`config.mk`:
```
export PLATFORM = sky130hd
export DESIGN_NAME = rs485_dir_turnaround
export DESIGN_NICKNAME = d
export VERILOG_FILES = /design/src/rtl/dtc_pkg.sv /design/src/rtl/dtc_regs.sv /design/src/rtl/dtc_dir_fsm.sv /design/src/rtl/dtc_irq_gen.sv /design/src/rtl/rs485_dir_turnaround.sv
export SDC_FILE = /design/constraint.sdc
export NUM_CORES = 1
export LEC_CHECK = 0
export CORE_MARGIN = 4
export CORE_UTILIZATION = 32
export DETAILED_ROUTE_END_ITERATION = 6
export GPL_TIMING_DRIVEN = 0
export SLEW_MARGIN = 20
export SYNTH_ARGS = -nofsm -noshare
export SYNTH_HDL_FRONTEND = slang
export SYNTH_SLANG_ARGS = --single-unit
```
`constraint.sdc`:
```
create_clock -name clk -period 2.8 [get_ports clk]
set_input_delay 0.28 -clock clk [delete_from_list [all_inputs] [get_ports clk]]
set_output_delay 0.28 -clock clk [all_outputs]
set_load 0.05 [all_outputs]
```
`src/rtl/dtc_pkg.sv`:
```
package dtc_pkg;

    // control register bit positions (host-visible encoding)
    localparam int CTRL_EN_BIT   = 0;
    localparam int CTRL_DTR_BIT  = 1;
    localparam int CTRL_WAIT_BIT = 2;
    localparam int CTRL_SRST_BIT = 3;

    typedef enum logic [1:0] {
        DIR_IDLE  = 2'd0,
        DIR_TX    = 2'd1,
        DIR_COUNT = 2'd2
    } dir_state_e;

    typedef struct packed {
        logic auto_en;
        logic pin_dtr;
        logic irq_wait_stop;
    } ctrl_t;

endpackage

```
`src/rtl/dtc_regs.sv`:
```
module dtc_regs
    import dtc_pkg::*;
#(
    parameter int DELAY_W = 8
) (
    input  logic               clk,
    input  logic               rst_n,
    input  logic               cfg_wr,
    input  logic               cfg_sel,
    input  logic [DELAY_W-1:0] cfg_wdata,
    output logic [DELAY_W-1:0] delay_o,
    output ctrl_t              ctrl_o,
    output logic               srst_o
);

    typedef struct packed {
        logic [DELAY_W-1:0] delay;
        ctrl_t              ctrl;
        logic               srst;
    } regs_t;

    regs_t q, d;

    always_comb begin
        d      = q;
        d.srst = 1'b0;
        if (q.srst) begin
            d = '0;
        end else if (cfg_wr) begin
            if (!cfg_sel) begin
                d.delay = cfg_wdata;
            end else begin
                d.ctrl.auto_en       = cfg_wdata[CTRL_EN_BIT];
                d.ctrl.pin_dtr       = cfg_wdata[CTRL_DTR_BIT];
                d.ctrl.irq_wait_stop = cfg_wdata[CTRL_WAIT_BIT];
                d.srst               = cfg_wdata[CTRL_SRST_BIT];
            end
        end
    end

    always_ff @(posedge clk or negedge rst_n) begin
        if (!rst_n) q <= '0;
        else        q <= d;
    end

    assign delay_o = q.delay;
    assign ctrl_o  = q.ctrl;
    assign srst_o  = q.srst;

    // soft reset lasts exactly one cycle
    p_srst_self_clear_r10: assert property (@(posedge clk) disable iff (!rst_n)
        q.srst |=> !q.srst);

    // configuration cleared after soft reset
    p_srst_clears_cfg_r10: assert property (@(posedge clk) disable iff (!rst_n)
        q.srst |=> (q.delay == '0 && q.ctrl == '0));

    // a delay write lands in the delay register
    p_delay_write_r11: assert property (@(posedge clk) disable iff (!rst_n)
        (cfg_wr && !cfg_sel && !q.srst) |=> (q.delay == $past(cfg_wdata)));

endmodule

```
`src/rtl/dtc_dir_fsm.sv`:
```
module dtc_dir_fsm
    import dtc_pkg::*;
#(
    parameter int DELAY_W = 8
) (
    input  logic               clk,
    input  logic               rst_n,
    input  logic               srst,
    input  logic               auto_en,
    input  logic [DELAY_W-1:0] delay,
    input  logic               shift_busy,
    input  logic               stop_done,
    input  logic               fifo_empty,
    input  logic               baud_tick,
    output logic               dir_o
);

    typedef struct packed {
        dir_state_e         state;
        logic [DELAY_W-1:0] cnt;
        logic               dir;
    } fsm_t;

    fsm_t q, d;

    always_comb begin
        d = q;
        if (srst || !auto_en) begin
            d.state = DIR_IDLE;
            d.cnt   = '0;
            d.dir   = 1'b0;
        end else begin
            unique case (q.state)
                DIR_IDLE: begin
                    if (shift_busy) begin
                        d.state = DIR_TX;
                        d.dir   = 1'b1;
                    end
                end
                DIR_TX: begin
                    d.dir = 1'b1;
                    if (stop_done && fifo_empty && !shift_busy) begin
                        d.state = DIR_COUNT;
                        d.cnt   = delay;
                    end
                end
                DIR_COUNT: begin
                    if (shift_busy) begin
                        d.state = DIR_TX;
                        d.dir   = 1'b1;
                    end else if (baud_tick) begin
                        if (q.cnt == '0) begin
                            d.state = DIR_IDLE;
                            d.dir   = 1'b0;
                        end else begin
                            d.cnt = q.cnt - 1'b1;
                        end
                    end
                end
                default: begin
                    d.state = DIR_IDLE;
                    d.cnt   = '0;
                    d.dir   = 1'b0;
                end
            endcase
        end
    end

    always_ff @(posedge clk or negedge rst_n) begin
        if (!rst_n) begin
            q.state <= DIR_IDLE;
            q.cnt   <= '0;
            q.dir   <= 1'b0;
        end else begin
            q <= d;
        end
    end

    assign dir_o = q.dir;

    // no countdown without a qualifying stop-bit-done
    p_start_needs_stop_r3: assert property (@(posedge clk) disable iff (!rst_n)
        (q.state == DIR_TX && !(stop_done && fifo_empty)) |=> (q.state != DIR_COUNT));

    // pin held while no tick arrives
    p_hold_until_tick_r4: assert property (@(posedge clk) disable iff (!rst_n)
        (q.state == DIR_COUNT && !baud_tick && !srst && auto_en) |=> dir_o);

    // each tick removes one bit period
    p_count_down_r4: assert property (@(posedge clk) disable iff (!rst_n)
        (q.state == DIR_COUNT && baud_tick && !shift_busy && !srst && auto_en && q.cnt != '0)
        |=> (q.cnt == $past(q.cnt) - 1'b1));

    // exhausted count releases the line on the tick
    p_release_r4: assert property (@(posedge clk) disable iff (!rst_n)
        (q.state == DIR_COUNT && baud_tick && !shift_busy && q.cnt == '0) |=> !dir_o);

    // new data aborts the countdown
    p_abort_r5: assert property (@(posedge clk) disable iff (!rst_n)
        (q.state == DIR_COUNT && shift_busy && !srst && auto_en)
        |=> (q.state == DIR_TX && dir_o));

    // disabled block never drives
    p_disabled_quiet_r7: assert property (@(posedge clk) disable iff (!rst_n)
        !auto_en |=> !dir_o);

endmodule

```
`src/rtl/dtc_irq_gen.sv`:
```
module dtc_irq_gen (
    input  logic clk,
    input  logic rst_n,
    input  logic srst,
    input  logic wait_stop,
    input  logic fifo_empty,
    input  logic fifo_below_trig,
    input  logic shift_busy,
    output logic irq_o
);

    logic irq_d, irq_q;

    always_comb begin
        if (srst) begin
            irq_d = 1'b0;
        end else begin
            irq_d = fifo_below_trig
                  | (fifo_empty & (!wait_stop | !shift_busy));
        end
    end

    always_ff @(posedge clk or negedge rst_n) begin
        if (!rst_n) irq_q <= 1'b0;
        else        irq_q <= irq_d;
    end

    assign irq_o = irq_q;

    // below trigger always raises the interrupt
    p_below_trig_r8: assert property (@(posedge clk) disable iff (!rst_n)
        (fifo_below_trig && !srst) |=> irq_o);

    // in wait mode a busy shifter masks the empty condition
    p_wait_stop_r9: assert property (@(posedge clk) disable iff (!rst_n)
        (wait_stop && shift_busy && !fifo_below_trig) |=> !irq_o);

endmodule

```
`src/rtl/rs485_dir_turnaround.sv`:
```
module rs485_dir_turnaround
    import dtc_pkg::*;
#(
    parameter int DELAY_W = 8
) (
    input  logic               clk,
    input  logic               rst_n,
    input  logic               cfg_wr,
    input  logic               cfg_sel,
    input  logic [DELAY_W-1:0] cfg_wdata,
    input  logic               baud_tick,
    input  logic               shift_busy,
    input  logic               stop_done,
    input  logic               fifo_empty,
    input  logic               fifo_below_trig,
    output logic               dir_rts,
    output logic               dir_dtr,
    output logic               tx_empty_irq
);

    logic [DELAY_W-1:0] delay;
    ctrl_t              ctrl;
    logic               srst;
    logic               dir;

    dtc_regs #(.DELAY_W(DELAY_W)) u_regs (
        .clk       (clk),
        .rst_n     (rst_n),
        .cfg_wr    (cfg_wr),
        .cfg_sel   (cfg_sel),
        .cfg_wdata (cfg_wdata),
        .delay_o   (delay),
        .ctrl_o    (ctrl),
        .srst_o    (srst)
    );

    dtc_dir_fsm #(.DELAY_W(DELAY_W)) u_fsm (
        .clk        (clk),
        .rst_n      (rst_n),
        .srst       (srst),
        .auto_en    (ctrl.auto_en),
        .delay      (delay),
        .shift_busy (shift_busy),
        .stop_done  (stop_done),
        .fifo_empty (fifo_empty),
        .baud_tick  (baud_tick),
        .dir_o      (dir)
    );

    dtc_irq_gen u_irq (
        .clk             (clk),
        .rst_n           (rst_n),
        .srst            (srst),
        .wait_stop       (ctrl.irq_wait_stop),
        .fifo_empty      (fifo_empty),
        .fifo_below_trig (fifo_below_trig),
        .shift_busy      (shift_busy),
        .irq_o           (tx_empty_irq)
    );

    assign dir_rts = dir & !ctrl.pin_dtr;
    assign dir_dtr = dir &  ctrl.pin_dtr;

    // never both pins driving
    p_one_pin_r6: assert property (@(posedge clk) disable iff (!rst_n)
        !(dir_rts && dir_dtr));

endmodule

```
* Yosys cells after proc, flatten, opt, wreduce, memory -nomap -nowiden *
Cells that the tools add are included.

word-level totals
  register bits after elaboration = 24
  bits of input ports = 17
  output and inout port bits = 3
  word-level logic and storage cells = 61

operators by class
  add/sub/neg operators = 1
  equality and inequality tests = 11
  multiplexer cells = 19
  bitwise operators = 5
  reductions and logical operators = 16

operators with widths
  operator                                                             number
  12-bit 2-to-1 mux                                                    2
  8-bit 2-to-1 mux                                                     3
  8-bit one-hot mux with 3 select lines                                1
  11-bit 2-to-1 mux                                                    2
  3-bit by 2-bit != test with 1-bit output (second input constant)     4
  10-bit 2-to-1 mux                                                    1
  8-bit logical NOT                                                    1
  8-bit by 1-bit subtractor with 8-bit output (second input constant)  1
  2-bit 2-to-1 mux                                                     3
  2-bit one-hot mux with 3 select lines                                1
  5-bit AND reduction                                                  1
  1-bit logical NOT                                                    4
  1-bit 2-to-1 mux                                                     4
  4-bit 2-to-1 mux                                                     1
  2-bit by 1-bit != test with 1-bit output (second input constant)     2
  4-bit by 2-bit != test with 1-bit output (second input constant)     1
  4-bit by 3-bit != test with 1-bit output (second input constant)     1
  2-bit AND reduction                                                  2
  4-bit AND reduction                                                  1
  2-bit nonzero test                                                   2
  1-bit AND                                                            3
  3-bit by 1-bit != test with 1-bit output (second input constant)     1
  1-bit one-hot mux with 3 select lines                                1
  3-bit AND reduction                                                  1
  other kinds (6)                                                      8

* Longest topological paths before layout *
Gate-level depths: netlist of run 1.

  depth in word-level cells = 6
  mapped depth = 8
  depth with buffers taken out = 6

* Hierarchy *
A second synthesis of run 1 with hierarchy kept.

unflattened totals
  cells, all modules = 160
  area, all modules = 1,567.8 um^2

modules (own cells, without submodules)
  module                instances  cells an instance  area an instance (um^2)  seq. area each (um^2)
  dtc_dir_fsm           1          106                920.9                    275.3
  dtc_regs              1          48                 589.3                    300.3
  dtc_irq_gen           1          4                  41.3                     25.0
  rs485_dir_turnaround  1          2                  16.3                     0.0

* Worst setup path before layout of run 1 *
OpenSTA, ideal clock, no wires.

  kind = flip-flop to flip-flop
  from = reg u_fsm.q[4] (netlist bit)
  to = reg u_fsm.q[1] (netlist bit)
  library setup time = 0.125 ns
  arrival time = 1.875 ns
  data required time = 2.675 ns
  setup slack = 0.800 ns
  cell stages (with the launch flop) = 6
  clock period less this slack = 2.000 ns
  cell sequence = dfrtp_1 -> or4_4 -> o31a_1 -> o21a_1 -> buf_6 -> mux2_4

between the ends
  longest elaborated chain between the ends = 3

ends and longest elaborated chain
  element                                                    RTL line           text
  start: declaration                                         dtc_dir_fsm.sv:24  fsm_t q, d;
  8-bit logical NOT                                          dtc_dir_fsm.sv:52  if (q.cnt == '0) begin
  3-bit by 2-bit != test with 1-bit output (no source line)  -
  5-bit AND reduction (no source line)                       -

Every way passes these cells.
A chain may end at the register's enable or synchronous reset.

* Worst setup path in the final report of run 1 *
  from = reg u_fsm.q[10] (netlist bit)
  to = reg u_fsm.q[1] (netlist bit)

between the ends
  longest elaborated chain between the ends = 3

ends and longest elaborated chain
  element                                                                                  RTL line           text
  2-bit equality test, or another cell as far along                                        dtc_dir_fsm.sv:33  unique case (q.state)
  3-bit by 2-bit != test with 1-bit output (no source line), or another cell as far along  -
  5-bit AND reduction (no source line) or 11-bit 2-to-1 mux (tied branches)                -

Several ways; a longest one is shown, not always the timed one.

==> results of run 1 <==
-- cells in the mapped netlist (2+ instances only) --
library cell,n
dfrtp_1,24
nand2_1,18
nor2_1,12
mux2i_1,10
o211ai_1,7
inv_1,6
o21ai_0,6
ha_1,5
a21oi_1,4
a32o_1,4
clkbuf_1,3
nand2b_1,3
nand3_1,3
nor2b_1,3
a22oi_1,2
and2_1,2
mux2_4,2
nand3b_1,2
o31ai_1,2
o41ai_1,2
or2_2,2
-- critical path, delay by kind of cell, from the launching register on --
kind / cells / cell delay (ps)
simple gates: 1 / 250
flops: 1 / 380
fa+ha+maj: 1 / 190
buf+inv: 3 / 430
mux: 1 / 300
compound gates: 2 / 650
-- report_power, final --
part | total (mW) | switching [mW] | internal, mW
combinational | 0.269 | 0.149 | 0.119
clock | 0.199 | 0.103 | 0.0961
sequential | 0.408 | 0.0265 | 0.382
-- area by class of cell --
cell class	instances	area, µm²
clock buffer	3	41.3
sequential	24	601
fill	388	2410
tap	50	62.6
buffer	5	26.3
inverter	6	22.5
timing repair buffer	19	185
multi-input combinational	103	709
-- registers in the layout, summed over array words and instances (netlist names) --
register and flops:
u_irq.irq_o 1, u_fsm.dir_o 1, u_regs.delay_o 8, u_fsm.q 10, u_regs.ctrl_o 3, u_regs.srst_o 1
-- per-layer routing --
| layer | up-vias | track usage (%) | share of wire, % |
|---|---|---|---|
| li1 | 553 | - | - |
| met1 | 526 | 15.9 | 46 |
| met2 | 35 | 19.4 | 49 |
| met3 | 4 | 2.07 | 4.0 |
| met4 | 0 | 4.51 | 1.0 |
| met5 | - | 0 | 0 |
-- cells by family after synthesis --
family | Yosys count | share of synthesized area [%]
AO/OA/AOI/OAI | 33 | 17.7
adder cells (fa/ha/maj) | 5 | 4.60
buffers and inverters | 11 | 3.59
flip-flops | 24 | 44.2
multiplexers | 13 | 10.4
AND/OR/NAND/NOR | 52 | 19.5
-- through the flow --
stage / util (%) / setup WS (ps) / total power [mW]
final: 40.6 / 487 / 0.876
after global routing: 40.6 / 348 / 0.934
after CTS: 40.7 / 496 / 0.887
after detailed placement: 39.7 / 519 / 0.683
after global placement: 39.7 / 545 / 0.679
after floorplan: - / 800 / 0.595
-- path summary, 6_finish.rpt --
path	startpoint	to	slack, ps	depth (start not counted)
max	u_fsm.q[10]	u_fsm.q[1]	490	8
min	rst_n	u_regs.ctrl_o[1]	-2	1
max reg2reg	u_fsm.q[10]	u_fsm.q[1]	490	8
min reg2reg	u_fsm.q[7]	u_fsm.q[7]	520	1
max in group asynchronous	rst_n	u_regs.delay_o[2]	2440	1
min in group clk	u_fsm.q[7]	u_fsm.q[7]	520	1
==> flow_metrics.env, run 1 <==
export IMPL_status="complete, but fails checks"
export IMPL_violations="hold timing"
export IMPL_routed_wl_um=2960
export IMPL_timing_fmax_ghz=0.432
export IMPL_synth_flop_cell="dfrtp_1"
export IMPL_critPathKind="flop to flop"
export IMPL_cts_tree="yes"
export IMPL_rsz0062_at_grt="false"
export IMPL_first_iter_violations=49
export IMPL_cts_setup_buffers=0
export IMPL_syn_nets=160
export IMPL_synth_area_leaders="dfrtp_1 44%, mux2i_1 7.4%, nand2_1 5.0%, ha_1 4.6%, o211ai_1 3.9%"
export IMPL_period_needed_ps=2310
export IMPL_drc=0
export IMPL_syn_inst=138
export IMPL_die_w_um=73.2
export IMPL_clk_latency_ps=260
export IMPL_layout_commonest_cell="dfrtp_1"
export IMPL_crit_fanout=10
export IMPL_cts_hold_fix_buffers=0
export IMPL_fin_cells=210
export IMPL_cp_cell_sequence="inv_1 -> ha_1 -> clkbuf_1 -> and3b_1 -> a22oi_1 -> o21a_1 -> buf_6 -> mux2_4"
export IMPL_dpl_cell_area_mm2=0.00161
export IMPL_synth_area_leader_cell="dfrtp_1"
export IMPL_cts_sinks=24
export IMPL_crit_slowest_cell="a22oi_1"
export IMPL_portBuffers=19
export IMPL_gp_congestion=0.878
export IMPL_layout_cells_most_common_list="24 x dfrtp_1, 18 x nand2_1, 18 x clkdlybuf4s50_1, 12 x nor2_1, 10 x mux2i_1"
export IMPL_crit_path_max_incr_delay_ps=430
export IMPL_yosysWarnings=0
export IMPL_rows=23
export IMPL_async_flop_share_pct=100
export IMPL_antenna_left=0
export IMPL_worst_pin_slew_ps=553
export IMPL_design_area_mm2=0.00165
export IMPL_yosysSeqAreaShare_pct=44.2
export IMPL_start_kind="flop"
export IMPL_routed_via_density=5.32
export IMPL_finalHoldViolCount=4
export IMPL_cts_max_path_buffers=2
export IMPL_post_cts_resized=0
export IMPL_hold_slack_ps=-2.16
export IMPL_ys_ff_latch=24
export IMPL_synthesis_area_mm2=0.00136
export IMPL_worstPathArrival_ps=2470
export IMPL_cp_end_kind="flop"
export IMPL_area_growth_pct=21.3
export IMPL_power_leakage_nw=0.714
export IMPL_finClkSkew_ps=3.45
export IMPL_clk_transition_reported_paths_ps=80
export IMPL_dp_hpwl_um=2230
export IMPL_overflow=0
export IMPL_required_ps=2950
export IMPL_min_period_over_period_pct=82.6
export IMPL_avgSynthCellArea_um2=9.85
export IMPL_synth_top_area_share_pct=44.2
export IMPL_cellPowerDensity_mw_per_mm2=531
export IMPL_io_pins=20
export IMPL_first_pass_iters=4
export IMPL_grt_total_usage_pct=12.0
export IMPL_core_mm2=0.00406
export IMPL_antenna_found_initial=0
export IMPL_start_util_pct=33.5
export IMPL_hold_path_class="input pin to asynchronous set/reset pin"
export IMPL_dpl_cell_count=207
export IMPL_root_buffer="clkbuf_8"
export IMPL_cts_made_buffers=3
export IMPL_slew_headroom_pct=63.1
export IMPL_peakVddDrop_uv=194
export IMPL_vias=1118
export IMPL_tns_ps=0
export IMPL_cap_violations=0
export IMPL_setup_viol=0
export IMPL_grt_max_degree=25
export IMPL_die_y_um=73.2
export IMPL_nets=184
export IMPL_layout_drive_gt1_share_pct=8.13
export IMPL_wl_per_cell_um=14.1
export IMPL_htree_levels=1
export IMPL_dieArea_mm2=0.00535
export IMPL_grt_pass1_wl_um=5080
export IMPL_yosysUniqueCellTypes=37
export IMPL_grt_pass1_vias=1126
export IMPL_drv_slew=0
export IMPL_synth_edf_count=0
export IMPL_num_antenna_cells=0
No activity file was read; power rests on OpenSTA's default activity.
==> inputs of run 2 (changes only) <==
==> constraint.sdc (replaced) <==
create_clock -name clk -period 2 [get_ports clk]
set_input_delay 0.2 -clock clk [delete_from_list [all_inputs] [get_ports clk]]
set_output_delay 0.2 -clock clk [all_outputs]
set_load 0.05 [all_outputs]
==> run 2 against run 1 <==
Compared with the run above:
- the run now ends clean
- wire length increased by 1.5%
- critical endpoint unchanged
- utilization increased by 1.4 points
- first-iteration DRC count increased by 59%
- final area increased by 3.3%
- largest cell class unchanged
- die area unchanged
==> flow_metrics.env, run 2 (same netlist as run 1, synthesis figures left out) <==
export IMPL_grt_total_usage_pct=12.0
export IMPL_design_area_mm2=0.00170
export IMPL_dp_hpwl_um=2230
export IMPL_start_util_pct=33.5
export IMPL_final_core_util_pct=42.0
export IMPL_path_buf_inv=1
export IMPL_power_leakage_nw=0.739
export IMPL_largest_register_ffs=10
export IMPL_crit_slowest_cell="or4_4"
export IMPL_cpLargestDelayFamily="simple AND/OR/NAND/NOR gates"
export IMPL_root_buffer="clkbuf_8"
export IMPL_cts_made_buffers=3
export IMPL_rows=23
export IMPL_overflow=0
export IMPL_first_iter_violations=78
export IMPL_layout_commonest_cell="dfrtp_1"
export IMPL_min_period_over_period_pct=98.9
export IMPL_antenna_found_initial=0
export IMPL_worst_path_stages=5
export IMPL_grt_max_degree=25
export IMPL_slew_headroom_pct=62.7
export IMPL_first_pass_iters=4
export IMPL_area_growth_pct=25.3
export IMPL_vias=1152
export IMPL_clock_power_share_pct=22.2
export IMPL_largest_register="u_fsm.q"
export IMPL_die_y_um=73.2
export IMPL_clk_latency_ps=260
export IMPL_num_antenna_cells=0
export IMPL_io_pins=20
export IMPL_finClkSkew_ps=3.75
export IMPL_routed_wl_um=3000
export IMPL_core_mm2=0.00406
export IMPL_worstPathArrival_ps=2130
export IMPL_switchingPower_uw=394
export IMPL_finalHoldViolCount=0
export IMPL_switching_share_pct=31.6
export IMPL_wl_per_cell_um=14.0
export IMPL_nets=189
export IMPL_worst_pin_slew_ps=559
export IMPL_layout_cells_most_common_list="23 x dfrtp_1, 18 x nand2_1, 18 x clkdlybuf4s50_1, 12 x nor2_1, 10 x mux2i_1"
export IMPL_cp_cell_sequence="or4_4 -> o31a_1 -> o21a_1 -> buf_6 -> mux2_4"
export IMPL_clk_transition_reported_paths_ps=80
export IMPL_hold_slack_ps=462
export IMPL_required_ps=2150
export IMPL_power_frac_seq_pct=45.8
export IMPL_period_needed_ps=1980
export IMPL_setup_viol=0
export IMPL_rr_worst_depth=5
export IMPL_routed_via_density=5.36
export IMPL_dieArea_mm2=0.00535
export IMPL_die_w_um=73.2
export IMPL_gp_congestion=0.878
export IMPL_dpl_cell_area_mm2=0.00161
export IMPL_crit_path_max_incr_delay_ps=560
export IMPL_combPwrFrac_pct=31.9
export IMPL_drc=0
export IMPL_grt_pass1_vias=1133
export IMPL_cts_max_path_buffers=2
export IMPL_cap_violations=0
export IMPL_power_internal_uw=854
export IMPL_grt_pass1_wl_um=5110
export IMPL_hold_path_class="input pin to asynchronous set/reset pin"
export IMPL_peakVddDrop_uv=271
export IMPL_drv_slew=0
export IMPL_crit_fanout=8
export IMPL_timing_fmax_ghz=0.505
export IMPL_portBuffers=19
export IMPL_rsz0062_at_grt="true"
export IMPL_status="complete, no violations"
export IMPL_layout_drive_gt1_share_pct=13.3
export IMPL_start_kind="flop"
export IMPL_cts_sinks=24
export IMPL_htree_levels=1
export IMPL_cts_tree="yes"
export IMPL_critPathKind="flop to flop"
export IMPL_antenna_left=0
export IMPL_cellPowerDensity_mw_per_mm2=732
export IMPL_cp_end_kind="flop"
## run 2: changes by cell type in the layout (fill, tap and decap cells not counted), sizes merged
cell,before,now
buf,3,8
dlygate4sd3,0,1
clkbuf,6,5
## run 2: power by group through the flow
stage / Sequential (mW) / Combinational (mW) / Clock, mW
global route: 0.579 / 0.439 / 0.311
finish: 0.572 / 0.398 / 0.277
CTS: 0.572 / 0.392 / 0.292
global placement: 0.579 / 0.372 / 0
detailed placement: 0.581 / 0.375 / 0
floorplan: 0.575 / 0.259 / 0
## run 2: metal layers
metal  vias to the layer above  part of all wire, %  global-route usage (%)
met5                         -                    0                       0
met4                         0                  1.9                    4.51
met3                         7                  5.2                    2.07
met2                        49                   47                    19.2
met1                       534                   46                    16.3
li1                        562                    -                       -
## run 2: final cells by class
type                    instances  area, µm²
fillers                       387       2350
multi-input cells             103        719
flip-flops and latches         24        602
repair buffers                 25        233
well taps                      50       62.6
clock buffers                   3       41.3
plain buffers                   4       22.5
inverters                       6       22.5
## run 2: metrics by stage
| stage | setup WS (ps) | power, mW | std cells | setup TNS (ps) |
|---|---|---|---|---|
| floorplan | 0.324 | 0.833 | 138 | 0 |
| detailed placement | -281 | 0.956 | 207 | -1230 |
| finish | 21.5 | 1.25 | 215 | 0 |
| CTS | 0.922 | 1.26 | 211 | 0 |
| global placement | -255 | 0.951 | 207 | -1010 |
| global route | -33.6 | 1.33 | 215 | -56.8 |
## run 2: timing repair
item / in CTS / in global routing
setup endpoints to repair: 8 / 7
hold endpoints to repair: 0 / 24
pin swaps: 2 / 0
buffers inserted: 2 / 3
resized for setup: 2 / 2
hold buffers: 0 / 1
## run 2: final timing paths
check | start | endpoint | slack (ps)
min in group clk | u_fsm.q[7] | u_fsm.q[7] | 520
worst max register to register | u_fsm.q[6] | u_fsm.q[1] | 20
max in group asynchronous | rst_n | u_fsm.q[4] | 1140
worst max-delay path | u_fsm.q[6] | u_fsm.q[1] | 20
worst min register to register | u_fsm.q[7] | u_fsm.q[7] | 520
worst min-delay path | rst_n | u_regs.ctrl_o[1] | 460
